## src/rtl/trig_coinc_pkg.sv

```systemverilog
package trig_coinc_pkg;

  typedef enum logic [3:0] {
    MODE_EXT_ONLY   = 4'd0,
    MODE_ANY_LO     = 4'd1,
    MODE_ANY_HI     = 4'd2,
    MODE_EXT_LO     = 4'd3,
    MODE_EXT_HI     = 4'd4,
    MODE_DOUBLE     = 4'd5,
    MODE_TWO_CH     = 4'd6,
    MODE_LO_HI      = 4'd7,
    MODE_EXT_DOUBLE = 4'd8,
    MODE_PAIR       = 4'd9,
    MODE_EXT_TWO    = 4'd10
  } coinc_mode_e;

  typedef enum logic {
    ST_ARMED = 1'b0,
    ST_FIRED = 1'b1
  } ctrl_state_e;

endpackage

```

## src/rtl/trig_edge_arm.sv

```systemverilog
module trig_edge_arm #(
  parameter int WIN_W = 8
) (
  input  logic             clk,
  input  logic             rst_n,
  input  logic             hit_i,
  input  logic             hold_i,
  input  logic [WIN_W-1:0] win_len_i,
  output logic             rise_o,
  output logic             armed_o,
  output logic             again_o
);

  logic             prev_q;
  logic [WIN_W-1:0] cnt_q;
  logic             cnt_live;

  assign cnt_live = (cnt_q != '0);
  assign rise_o   = hit_i & ~prev_q & ~hold_i;
  assign armed_o  = rise_o | cnt_live;
  assign again_o  = rise_o & cnt_live;

  always_ff @(posedge clk or negedge rst_n) begin
    if (!rst_n) begin
      prev_q <= 1'b0;
      cnt_q  <= '0;
    end else begin
      prev_q <= hit_i;
      if (hold_i)        cnt_q <= '0;
      else if (rise_o)   cnt_q <= win_len_i;
      else if (cnt_live) cnt_q <= cnt_q - 1'b1;
    end
  end

  AST_RISE_RELOADS: assert property (@(posedge clk) disable iff (!rst_n)
    rise_o |=> (cnt_q == $past(win_len_i)));
  AST_HOLD_FORGETS: assert property (@(posedge clk) disable iff (!rst_n)
    hold_i |=> (cnt_q == '0));

endmodule

```

## src/rtl/trig_mode_eval.sv

```systemverilog
module trig_mode_eval
  import trig_coinc_pkg::*;
#(
  parameter int N_CH   = 16,
  parameter int MODE_W = 4
) (
  input  logic              clk,
  input  logic              rst_n,
  input  logic [N_CH-1:0]   armed_lo_i,
  input  logic [N_CH-1:0]   armed_hi_i,
  input  logic [N_CH-1:0]   again_lo_i,
  input  logic              ext_armed_i,
  input  logic [MODE_W-1:0] mode_i,
  output logic              fire_o,
  output logic [N_CH-1:0]   hit_vec_o
);

  localparam int N_PAIR = N_CH / 2;

  function automatic int count_set(input logic [N_CH-1:0] v);
    int n;
    n = 0;
    for (int i = 0; i < N_CH; i++) n += int'(v[i]);
    return n;
  endfunction

  function automatic logic pair_hit(input logic [N_CH-1:0] v);
    logic r;
    r = 1'b0;
    for (int k = 0; k < N_PAIR; k++) r |= v[2*k] & v[2*k+1];
    return r;
  endfunction

  logic any_lo, any_hi, two_lo, lo_hi_same, pair_lo, dbl_lo;

  assign any_lo     = |armed_lo_i;
  assign any_hi     = |armed_hi_i;
  assign two_lo     = (count_set(armed_lo_i) >= 2);
  assign lo_hi_same = |(armed_lo_i & armed_hi_i);
  assign pair_lo    = pair_hit(armed_lo_i);
  assign dbl_lo     = |again_lo_i;
  assign hit_vec_o  = armed_lo_i | armed_hi_i;

  always_comb begin
    case (mode_i)
      MODE_EXT_ONLY:   fire_o = ext_armed_i;
      MODE_ANY_LO:     fire_o = any_lo;
      MODE_ANY_HI:     fire_o = any_hi;
      MODE_EXT_LO:     fire_o = ext_armed_i & any_lo;
      MODE_EXT_HI:     fire_o = ext_armed_i & any_hi;
      MODE_DOUBLE:     fire_o = dbl_lo;
      MODE_TWO_CH:     fire_o = two_lo;
      MODE_LO_HI:      fire_o = lo_hi_same;
      MODE_EXT_DOUBLE: fire_o = ext_armed_i & dbl_lo;
      MODE_PAIR:       fire_o = pair_lo;
      MODE_EXT_TWO:    fire_o = ext_armed_i & two_lo;
      default:         fire_o = 1'b0;
    endcase
  end

  AST_RESERVED_SILENT: assert property (@(posedge clk) disable iff (!rst_n)
    (mode_i > MODE_W'(10)) |-> !fire_o);
  AST_FIRE_HAS_SOURCE: assert property (@(posedge clk) disable iff (!rst_n)
    fire_o |-> (ext_armed_i || (hit_vec_o != '0)));

endmodule

```

## src/rtl/trig_fire_ctrl.sv

```systemverilog
module trig_fire_ctrl
  import trig_coinc_pkg::*;
#(
  parameter int N_CH   = 16,
  parameter int MODE_W = 4
) (
  input  logic              clk,
  input  logic              rst_n,
  input  logic              fire_i,
  input  logic [N_CH-1:0]   hit_vec_i,
  input  logic [MODE_W-1:0] mode_i,
  input  logic              ack_i,
  output logic              fired_o,
  output logic [N_CH-1:0]   pattern_o,
  output logic [MODE_W-1:0] mode_latched_o
);

  ctrl_state_e state_q;
  logic        take_fire;
  logic        take_ack;

  assign take_fire = (state_q == ST_ARMED) & fire_i;
  assign take_ack  = (state_q == ST_FIRED) & ack_i;
  assign fired_o   = (state_q == ST_FIRED);

  always_ff @(posedge clk or negedge rst_n) begin
    if (!rst_n) begin
      state_q        <= ST_ARMED;
      pattern_o      <= '0;
      mode_latched_o <= '0;
    end else if (take_fire) begin
      state_q        <= ST_FIRED;
      pattern_o      <= hit_vec_i;
      mode_latched_o <= mode_i;
    end else if (take_ack) begin
      state_q        <= ST_ARMED;
      pattern_o      <= '0;
    end
  end

  AST_FIRE_NEXT_EDGE: assert property (@(posedge clk) disable iff (!rst_n)
    take_fire |=> fired_o);
  AST_LATCH_ON_FIRE: assert property (@(posedge clk) disable iff (!rst_n)
    take_fire |=> (pattern_o == $past(hit_vec_i)) && (mode_latched_o == $past(mode_i)));
  AST_HOLD_WHILE_FIRED: assert property (@(posedge clk) disable iff (!rst_n)
    (fired_o && !ack_i) |=> fired_o && $stable(pattern_o) && $stable(mode_latched_o));
  AST_ACK_REARMS: assert property (@(posedge clk) disable iff (!rst_n)
    (fired_o && ack_i) |=> !fired_o && (pattern_o == '0));

endmodule

```

## src/rtl/trig_coinc_ctrl.sv

```systemverilog
module trig_coinc_ctrl
  import trig_coinc_pkg::*;
#(
  parameter int N_CH   = 16,
  parameter int WIN_W  = 8,
  parameter int MODE_W = 4
) (
  input  logic              clk,
  input  logic              rst_n,
  input  logic [N_CH-1:0]   hit_lo_i,
  input  logic [N_CH-1:0]   hit_hi_i,
  input  logic              ext_trig_i,
  input  logic [MODE_W-1:0] mode_i,
  input  logic [WIN_W-1:0]  win_len_i,
  input  logic              irq_ack_i,
  output logic              irq_o,
  output logic              freeze_o,
  output logic [N_CH-1:0]   hit_pattern_o,
  output logic [MODE_W-1:0] mode_latched_o
);

  logic [N_CH-1:0] rise_lo, rise_hi;
  logic [N_CH-1:0] armed_lo, armed_hi;
  logic [N_CH-1:0] again_lo, again_hi;
  logic            ext_rise, ext_armed, ext_again;
  logic            hold;
  logic            fire_now;
  logic [N_CH-1:0] hit_vec;
  logic            fired;

  assign hold = fired;

  for (genvar c = 0; c < N_CH; c++) begin : g_chan
    trig_edge_arm #(.WIN_W(WIN_W)) u_lo (
      .clk(clk), .rst_n(rst_n), .hit_i(hit_lo_i[c]), .hold_i(hold),
      .win_len_i(win_len_i), .rise_o(rise_lo[c]), .armed_o(armed_lo[c]),
      .again_o(again_lo[c]));
    trig_edge_arm #(.WIN_W(WIN_W)) u_hi (
      .clk(clk), .rst_n(rst_n), .hit_i(hit_hi_i[c]), .hold_i(hold),
      .win_len_i(win_len_i), .rise_o(rise_hi[c]), .armed_o(armed_hi[c]),
      .again_o(again_hi[c]));
  end

  trig_edge_arm #(.WIN_W(WIN_W)) u_ext (
    .clk(clk), .rst_n(rst_n), .hit_i(ext_trig_i), .hold_i(hold),
    .win_len_i(win_len_i), .rise_o(ext_rise), .armed_o(ext_armed),
    .again_o(ext_again));

  trig_mode_eval #(.N_CH(N_CH), .MODE_W(MODE_W)) u_eval (
    .clk(clk), .rst_n(rst_n),
    .armed_lo_i(armed_lo), .armed_hi_i(armed_hi), .again_lo_i(again_lo),
    .ext_armed_i(ext_armed), .mode_i(mode_i),
    .fire_o(fire_now), .hit_vec_o(hit_vec));

  trig_fire_ctrl #(.N_CH(N_CH), .MODE_W(MODE_W)) u_ctrl (
    .clk(clk), .rst_n(rst_n), .fire_i(fire_now), .hit_vec_i(hit_vec),
    .mode_i(mode_i), .ack_i(irq_ack_i), .fired_o(fired),
    .pattern_o(hit_pattern_o), .mode_latched_o(mode_latched_o));

  assign irq_o    = fired;
  assign freeze_o = fired;

  AST_NO_EDGE_WHILE_FIRED: assert property (@(posedge clk) disable iff (!rst_n)
    irq_o |-> (rise_lo == '0) && (rise_hi == '0) && !ext_rise);
  AST_RESET_QUIET: assert property (@(posedge clk)
    !rst_n |-> !irq_o && (hit_pattern_o == '0));
  AST_HELD_LEVEL_ONCE: assert property (@(posedge clk) disable iff (!rst_n)
    (ext_trig_i && $past(ext_trig_i)) |-> !ext_rise);
  AST_AGAIN_NEEDS_ARM: assert property (@(posedge clk) disable iff (!rst_n)
    (ext_again || (again_hi != '0)) |-> (ext_armed || (armed_hi != '0)));

endmodule

```

## config.mk

```make
export PLATFORM = sky130hd
export DESIGN_NAME = trig_coinc_ctrl
export DESIGN_NICKNAME = d
export VERILOG_FILES = /design/src/rtl/trig_coinc_pkg.sv /design/src/rtl/trig_edge_arm.sv /design/src/rtl/trig_mode_eval.sv /design/src/rtl/trig_fire_ctrl.sv /design/src/rtl/trig_coinc_ctrl.sv
export SDC_FILE = /design/constraint.sdc
export NUM_CORES = 1
export LEC_CHECK = 0
export BUFFER_PORTS_ARGS = -buffer_cell sky130_fd_sc_hd__buf_4
export CAP_MARGIN = 10
export CELL_PAD_IN_SITES_DETAIL_PLACEMENT = 0
export CELL_PAD_IN_SITES_GLOBAL_PLACEMENT = 1
export CORE_AREA = 4 4 251 253
export DETAILED_ROUTE_END_ITERATION = 12
export DIE_AREA = 0 0 255 257
export PLACE_DENSITY = 0.65
export SLEW_MARGIN = 40
export SYNTH_ARGS = -nofsm -noshare
export SYNTH_HDL_FRONTEND = slang
export SYNTH_SLANG_ARGS = --single-unit
```

## constraint.sdc

```tcl
create_clock -name clk -period 9.8 [get_ports clk]
set_input_delay 0.49 -clock clk [delete_from_list [all_inputs] [get_ports clk]]
set_output_delay 0.49 -clock clk [all_outputs]
set_load 0.005 [all_outputs]
```

* Yosys cells after proc, flatten, opt, wreduce, memory -nomap -nowiden
Index checks and enable logic that the tools add are counted.
Word-level totals: flip-flop bits (word level) 318, bits of input ports 48, output and inout port bits 22, word-level logic and storage cells 476
Cells by class: $add $sub $neg 48, $lt $le $gt $ge 1, eq/ne operators 10, muxes and demuxes 104, bitwise operators 172, reduce and logical (&&, ||, !) cells 72
Operators by type and width (number):
- $mux 8 | 99
- $add 32x2->32 | 14
- $reduce_bool 8->1 | 33
- $sub 8x1->8 const B | 33
- $reduce_bool 3->1 | 33
- $and 1x1->1 | 96
- $reduce_or 16->1 | 4
- $or 1x1->1 | 40
- $not 1->1 | 34
- $ge 32x3->1 const B | 1
- $mux 16 | 2
- $and 16x16->16 | 1
- $eq 4x3->1 const B | 4
- $or 16x16->16 | 1
- $eq 4x4->1 const B | 3
- $pmux 1 s11 | 1
- $eq 4x2->1 const B | 2
- $eq 4x1->1 const B | 1
- $logic_not 4->1 | 1
- $add 1x1->2 | 1
- $mux 1 | 2
- $reduce_bool 2->1 | 1

* Longest topological paths before layout
word-level depth 24, depth in mapped cells 24, depth with buffers taken out 23

* Modules after synthesis
Synthesis repeated with hierarchy kept, for this count alone.
Unflattened totals: cells, all modules 2166, area, all modules 21289.2 um2
Modules (own cells, without submodules):
- trig_edge_arm | times used 33, cells an instance 60, area an instance 585.6 um2, sequential area each 225.2 um2
- trig_fire_ctrl | times used 1, cells an instance 66, area an instance 1037.2 um2, sequential area each 525.5 um2
- trig_mode_eval | times used 1, cells an instance 119, area an instance 920.9 um2, sequential area each 0.0 um2
- trig_coinc_ctrl | times used 1, cells an instance 1, area an instance 7.5 um2, sequential area each 0.0 um2

* Worst setup path after synthesis
OpenSTA, ideal clock, no wires.
path kind register -> register, start point reg u_ctrl.state_q, in the netlist u_ctrl.fired_o, end point reg u_ctrl.mode_latched_o[0], setup time 128 ps, arrival 6286 ps, data required time 9672 ps, slack 3387 ps, cell stages (with the launch flop) 22, buffers on the path 3, clock period less this slack 6413 ps, cells stage by stage dfrtp_1 buf_2 buf_2 o2111ai_1 inv_1 ha_1 inv_1 fa_1 inv_1 fa_1 fa_1 fa_1 fa_1 fa_1 or2_2 a2111oi_0 a21oi_1 o21ai_0 nand3_1 o41ai_4 buf_6 mux2_1
On the way: cells in the longest elaborated chain, start to end 22, elaborated cells between the ends (all ways) 125, classes of those cells add/sub: 15; order compare: 1; mux: 1; bitwise: 104; reduce/logical: 4
Ends and longest elaborated chain:
- from (decl) | line trig_fire_ctrl.sv:18 | ctrl_state_e state_q;
- from (signal assigned) | line trig_fire_ctrl.sv:28 | state_q <= ST_ARMED;
- from (signal assigned) | line trig_fire_ctrl.sv:32 | state_q <= ST_FIRED;
- from (signal assigned) | line trig_fire_ctrl.sv:36 | state_q <= ST_ARMED;
- $not 1->1 (*) | line trig_edge_arm.sv:19, trig_fire_ctrl.sv:22
- $and 1x1->1 | line trig_edge_arm.sv:19 | assign rise_o = hit_i & ~prev_q & ~hold_i;
- $or 1x1->1 | line trig_edge_arm.sv:20 | assign armed_o = rise_o | cnt_live;
- $add 1x1->2 | line trig_mode_eval.sv:23 | for (int i = 0; i < N_CH; i++) n += int'(v[i]);
- $add 32x2->32 (14 in series) | line trig_mode_eval.sv:23
- $ge 32x3->1 | line trig_mode_eval.sv:38 | assign two_lo = (count_set(armed_lo_i) >= 2);
- $and 1x1->1 | line trig_mode_eval.sv:56 | MODE_EXT_TWO: fire_o = ext_armed_i & two_lo;
- $pmux 1 s11 | line trig_mode_eval.sv:45 | case (mode_i)
- $and 1x1->1 (*) | line trig_fire_ctrl.sv:22 | assign take_fire = (state_q == ST_ARMED) & fire_i;
- to (signal assigned) | line trig_fire_ctrl.sv:34 | mode_latched_o <= mode_i;
- to (decl) | line trig_fire_ctrl.sv:15 | output logic [MODE_W-1:0] mode_latched_o
Every way passes the cells marked *; elsewhere a longest branch is shown, timed or not. A chain may end at the register's enable or synchronous reset.

* Worst setup path after layout
start point reg u_ctrl.state_q, in the netlist u_ctrl.fired_o, end point reg u_ctrl.pattern_o[9]
On the way: cells in the longest elaborated chain, start to end 23, elaborated cells between the ends (all ways) 129, classes of those cells add/sub: 15; order compare: 1; mux: 2; bitwise: 106; reduce/logical: 5
Ends and longest elaborated chain:
- $not 1->1 | line trig_edge_arm.sv:19, trig_fire_ctrl.sv:22
- $and 1x1->1 | line trig_edge_arm.sv:19
- $or 1x1->1 | line trig_edge_arm.sv:20
- $add 1x1->2 | line trig_mode_eval.sv:23
- $add 32x2->32 (14 in series) | line trig_mode_eval.sv:23
- $ge 32x3->1 | line trig_mode_eval.sv:38
- $and 1x1->1 | line trig_mode_eval.sv:56
- $pmux 1 s11 | line trig_mode_eval.sv:45
- $and 1x1->1 | line trig_fire_ctrl.sv:22
- $mux 16 or $reduce_bool 2->1 (tied branches)
- to (signal assigned) | line trig_fire_ctrl.sv:33 | pattern_o <= hit_vec_i;
- to (decl) | line trig_fire_ctrl.sv:14 | output logic [N_CH-1:0] pattern_o,
Several ways; a longest one is shown, not always the timed one.

==> reports/results.md <==
## Pwr
- **sw frac** 39.8%
- **Cell Pwr Density** 338 nW/um2
- **Clk network pwr share** 22.1%
- **leakage power total** 8.79 nW
- **sequential share of power** 33.7%
- **sw power** 0.00279 W
- **VDD IR-drop max** 107 uV
- **Combinational Power Share** 44.3%
- **internal power** 0.00422 W

## Timing
- **Fmax achieved** 0.140 GHz
- **measured slew at the worst slew-check pin** 744 ps
- **number of failing setup endpoints in the final timing report** 0
- **period utilization** 72.8%
- **clock period minus final worst setup slack** 7140 ps
- **RSZ-0062 raised after global routing** no
- **worst setup slack after layout** 2660 ps
- **Sum Neg Setup Slack** 0 ps
- **total count of hold-check failures in the final report** 0
- **Final Max Slew Viols** 0
- **worst max-slew margin expressed relative to the limit** 50.2%
- **clock tree skew after final layout** 21.4 ps

## CTS
- **post-CTS clock slew at the launch and capture registers of the worst setup and hold paths** 60 ps
- **clk buf depth** 3
- **number of hold buffers added after CTS** 1
- **post_cts resized** 0
- **clock tree from TritonCTS** built
- **clk sink count** 318
- **cts bufs inserted** 38
- **number of setup buffers added after CTS** 0
- **clock root cell** clkbuf_16
- **latest clock arrival within the worst-skew pair** 560 ps
- **number of levels in the clock H-tree** 2

## Critical path
- **required time of the worst setup path** 10280 ps
- **Setup crit start kind** register
- **maximum fanout encountered on the critical timing path** 43
- **worst setup path class** reg2reg
- **arrival time at the worst endpoint** 7610 ps
- **nature of the critical path endpoint** register

## Cells and area
- **fill count** 6179
- **commonest non-fill, non-tap cells in the layout** 363 x nor2_1, 317 x dfrtp_1, 171 x nand2_1, 165 x a211oi_1, 123 x xnor2_1
- **layout cells sized above 1** 8.84%
- **commonest non-fill, non-tap cell in the layout** nor2_1
- **combined area of the multi-input logic cells** 9310 um2
- **net total in the final layout** 2140
- **synthesis-to-finish area growth** 14.9%
- **area occupied by registers** 7960 um2

## Synth
- **leading post-synthesis cells by cell area** dfrtp_1 44%, nor2_1 7.6%, a211oi_1 6.9%
- **number of nets in the synthesized netlist** 2126
- **synth warn** 0
- **number of instances in the synthesized netlist** 2017
- **Yosys top cell area share** 44.1%
- **cell area after synthesis** 18100 um2
- **count of cell types in the netlist** 65
- **Primary FF master, synth** dfrtp_1
- **share of synthesized area occupied by flip-flops and latches** 44.1%
- **proportion of register bits with asynchronous set or reset after synthesis** 100%
- **number of synthesized register bits** 318
- **library cell with the largest summed area after synthesis** dfrtp_1
- **synthesized area per cell** 8.95 um2
- **number of enable flip-flop cells after synthesis** 0

## Min path
- **worst hold path type** in2reg

## Flow run
- **total of max-cap violations** 0

## Floorplan
- **Die X** 255 um
- **initial standard-cell utilization of the core** 29.6%
- **die area** 65500 um2
- **die span in y** 257 um
- **row count** 91
- **number of ports placed on the die boundary** 70
- **core region area** 61000 um2

## Placed design
- **DP Worst Slack** 2620 ps
- **routability congestion estimate from global placement** 0.838
- **quantity of I/O buffers inserted on ports** 69
- **total half-perimeter wirelength after legalization and detailed placement** 33000 um

## Detailed routing
- **wire length after detailed routing** 52000 um
- **average via count per standard cell** 5.03
- **initial DRC count** 917
- **total number of vias** 14300
- **detailed-router iteration count before antenna repair** 5
- **DRC violations left** 0
- **final antenna-violating net count** 0
- **routed length per placed instance** 18.2 um

## Global routing
- **total global routing track utilization** 15.9%
- **GRT Residual Overflow** 0
- **vias in the first global route** 14400
- **wire length of the first global-routing pass** 83200 um
- **number of antenna violations at the first check in global routing** 2
- **maximum number of pins on one net before global-route repair** 92

## Outcome
- **run status** complete, no violations

==> flip-flops by register name, summed over array words and instances (netlist names) <==
register	flops
g_chan.u_lo.cnt_q	128
g_chan.u_hi.cnt_q	128
u_ctrl.pattern_o	16
g_chan.u_hi.prev_q	16
u_ctrl.fired_o	1
g_chan.u_lo.prev_q	16
u_ext.cnt_q	8
u_ext.prev_q	1
u_ctrl.mode_latched_o	4
==> per-stage QoR <==
stage	hold WS, ps	cell area, um2	power [W]	utilization [%]	instances
after global routing	24.9	20700	0.00763	34.0	2849
final	46.7	20700	0.00700	34.0	2850
after global placement	485	19300	0.00540	31.6	2778
after detailed placement	491	19300	0.00547	31.7	2779
after CTS	8.89	20700	0.00708	33.9	2848
after floorplan	194	18100	0.00466	-	2017
==> layout make-up <==
type | count | share of cell area, %
Inverter | 97 | 1.76
Timing Repair Buffer | 91 | 3.61
Tap cell | 790 | 4.77
Antenna cell | 1 | 0.0121
Multi-Input combinational cell | 1485 | 44.9
Sequential cell | 318 | 38.4
Clock inverter | 13 | 0.941
Clock buffer | 55 | 5.63
==> metal layers <==
| metal | track usage (%) | wire length [um] | vias to the layer above |
|---|---|---|---|
| met2 | 26.0 | 24500 | 204 |
| met5 | 0 | 13 | - |
| met1 | 22.0 | 24500 | 6986 |
| li1 | - | - | 7058 |
| met3 | 2.81 | 1960 | 77 |
| met4 | 3.76 | 1050 | 2 |
==> power groups by stage <==
stage          Clock (W)  Combinational, W  Sequential, W
6_report         0.00155           0.00310        0.00236
5_1_grt          0.00165           0.00355        0.00244
4_1_cts          0.00160           0.00312        0.00236
3_5_place_dp           0           0.00310        0.00237
3_3_place_gp           0           0.00304        0.00236
2_1_floorplan          0           0.00243        0.00223
==> worst max-delay path, stage by stage, from the launching register on <==
cell and delay (ps):
dfrtp_4 610, buf_4 510, or3b_1 480, and3_1 490
clkinv_1 230, fa_1 600, fa_1 440, fa_1 490
fa_1 410, fa_1 390, or2_2 280, a2111oi_0 580
a21oi_1 150, o21ai_0 100, nand3_1 130, o41ai_4 510
buf_4 390, mux2i_1 240
==> synthesized netlist by cell type (all sizes together) (9+ instances only) <==
cell type / number
nand2b: 28
mux2i: 18
o211ai: 11
o31ai: 17
a22oi: 17
xor2: 71
nor4: 40
a211oi: 165
dfrtp: 318
nand3b: 11
a21oi: 77
nand2: 171
clkbuf: 100
nor3b: 32
nand3: 22
inv: 95
o21ai: 21
xnor2: 123
ha: 51
nand4: 9
fa: 10
o22ai: 28
or3b: 17
a2111oi: 14
buf: 17
nor2b: 10
nor2: 364
nor3: 87
==> worst paths after layout <==
kind                                                      startpoint                                    to  slack [ps]  cells after the start
worst max-delay path                      u_ctrl.fired_o$_DFFE_PN0P_       u_ctrl.pattern_o[9]$_DFFE_PN0P_        2660                     17
worst min-delay path                                     hit_hi_i[8]       g_chan[8].u_hi.prev_q$_DFF_PN0_          50                      1
worst max register to register            u_ctrl.fired_o$_DFFE_PN0P_       u_ctrl.pattern_o[9]$_DFFE_PN0P_        2660                     17
worst min register to register  u_ctrl.mode_latched_o[3]$_DFFE_PN0P_  u_ctrl.mode_latched_o[3]$_DFFE_PN0P_         500                      1
max in group asynchronous                                      rst_n            u_ctrl.fired_o$_DFFE_PN0P_        7490                      5
min in group asynchronous                                      rst_n      g_chan[14].u_hi.prev_q$_DFF_PN0_         430                      2
==> cells by family after synthesis <==
family          after synthesis  synth area share [%]
mux                          22                  1.25
compound gates              381                  14.7
xor+xnor                    194                  9.41
buf+inv                     214                  4.55
simple gates                827                  21.4
flops                       318                  44.1
fa+ha+maj                    61                  4.64
Note: power is estimated with default switching activity, not from simulation.
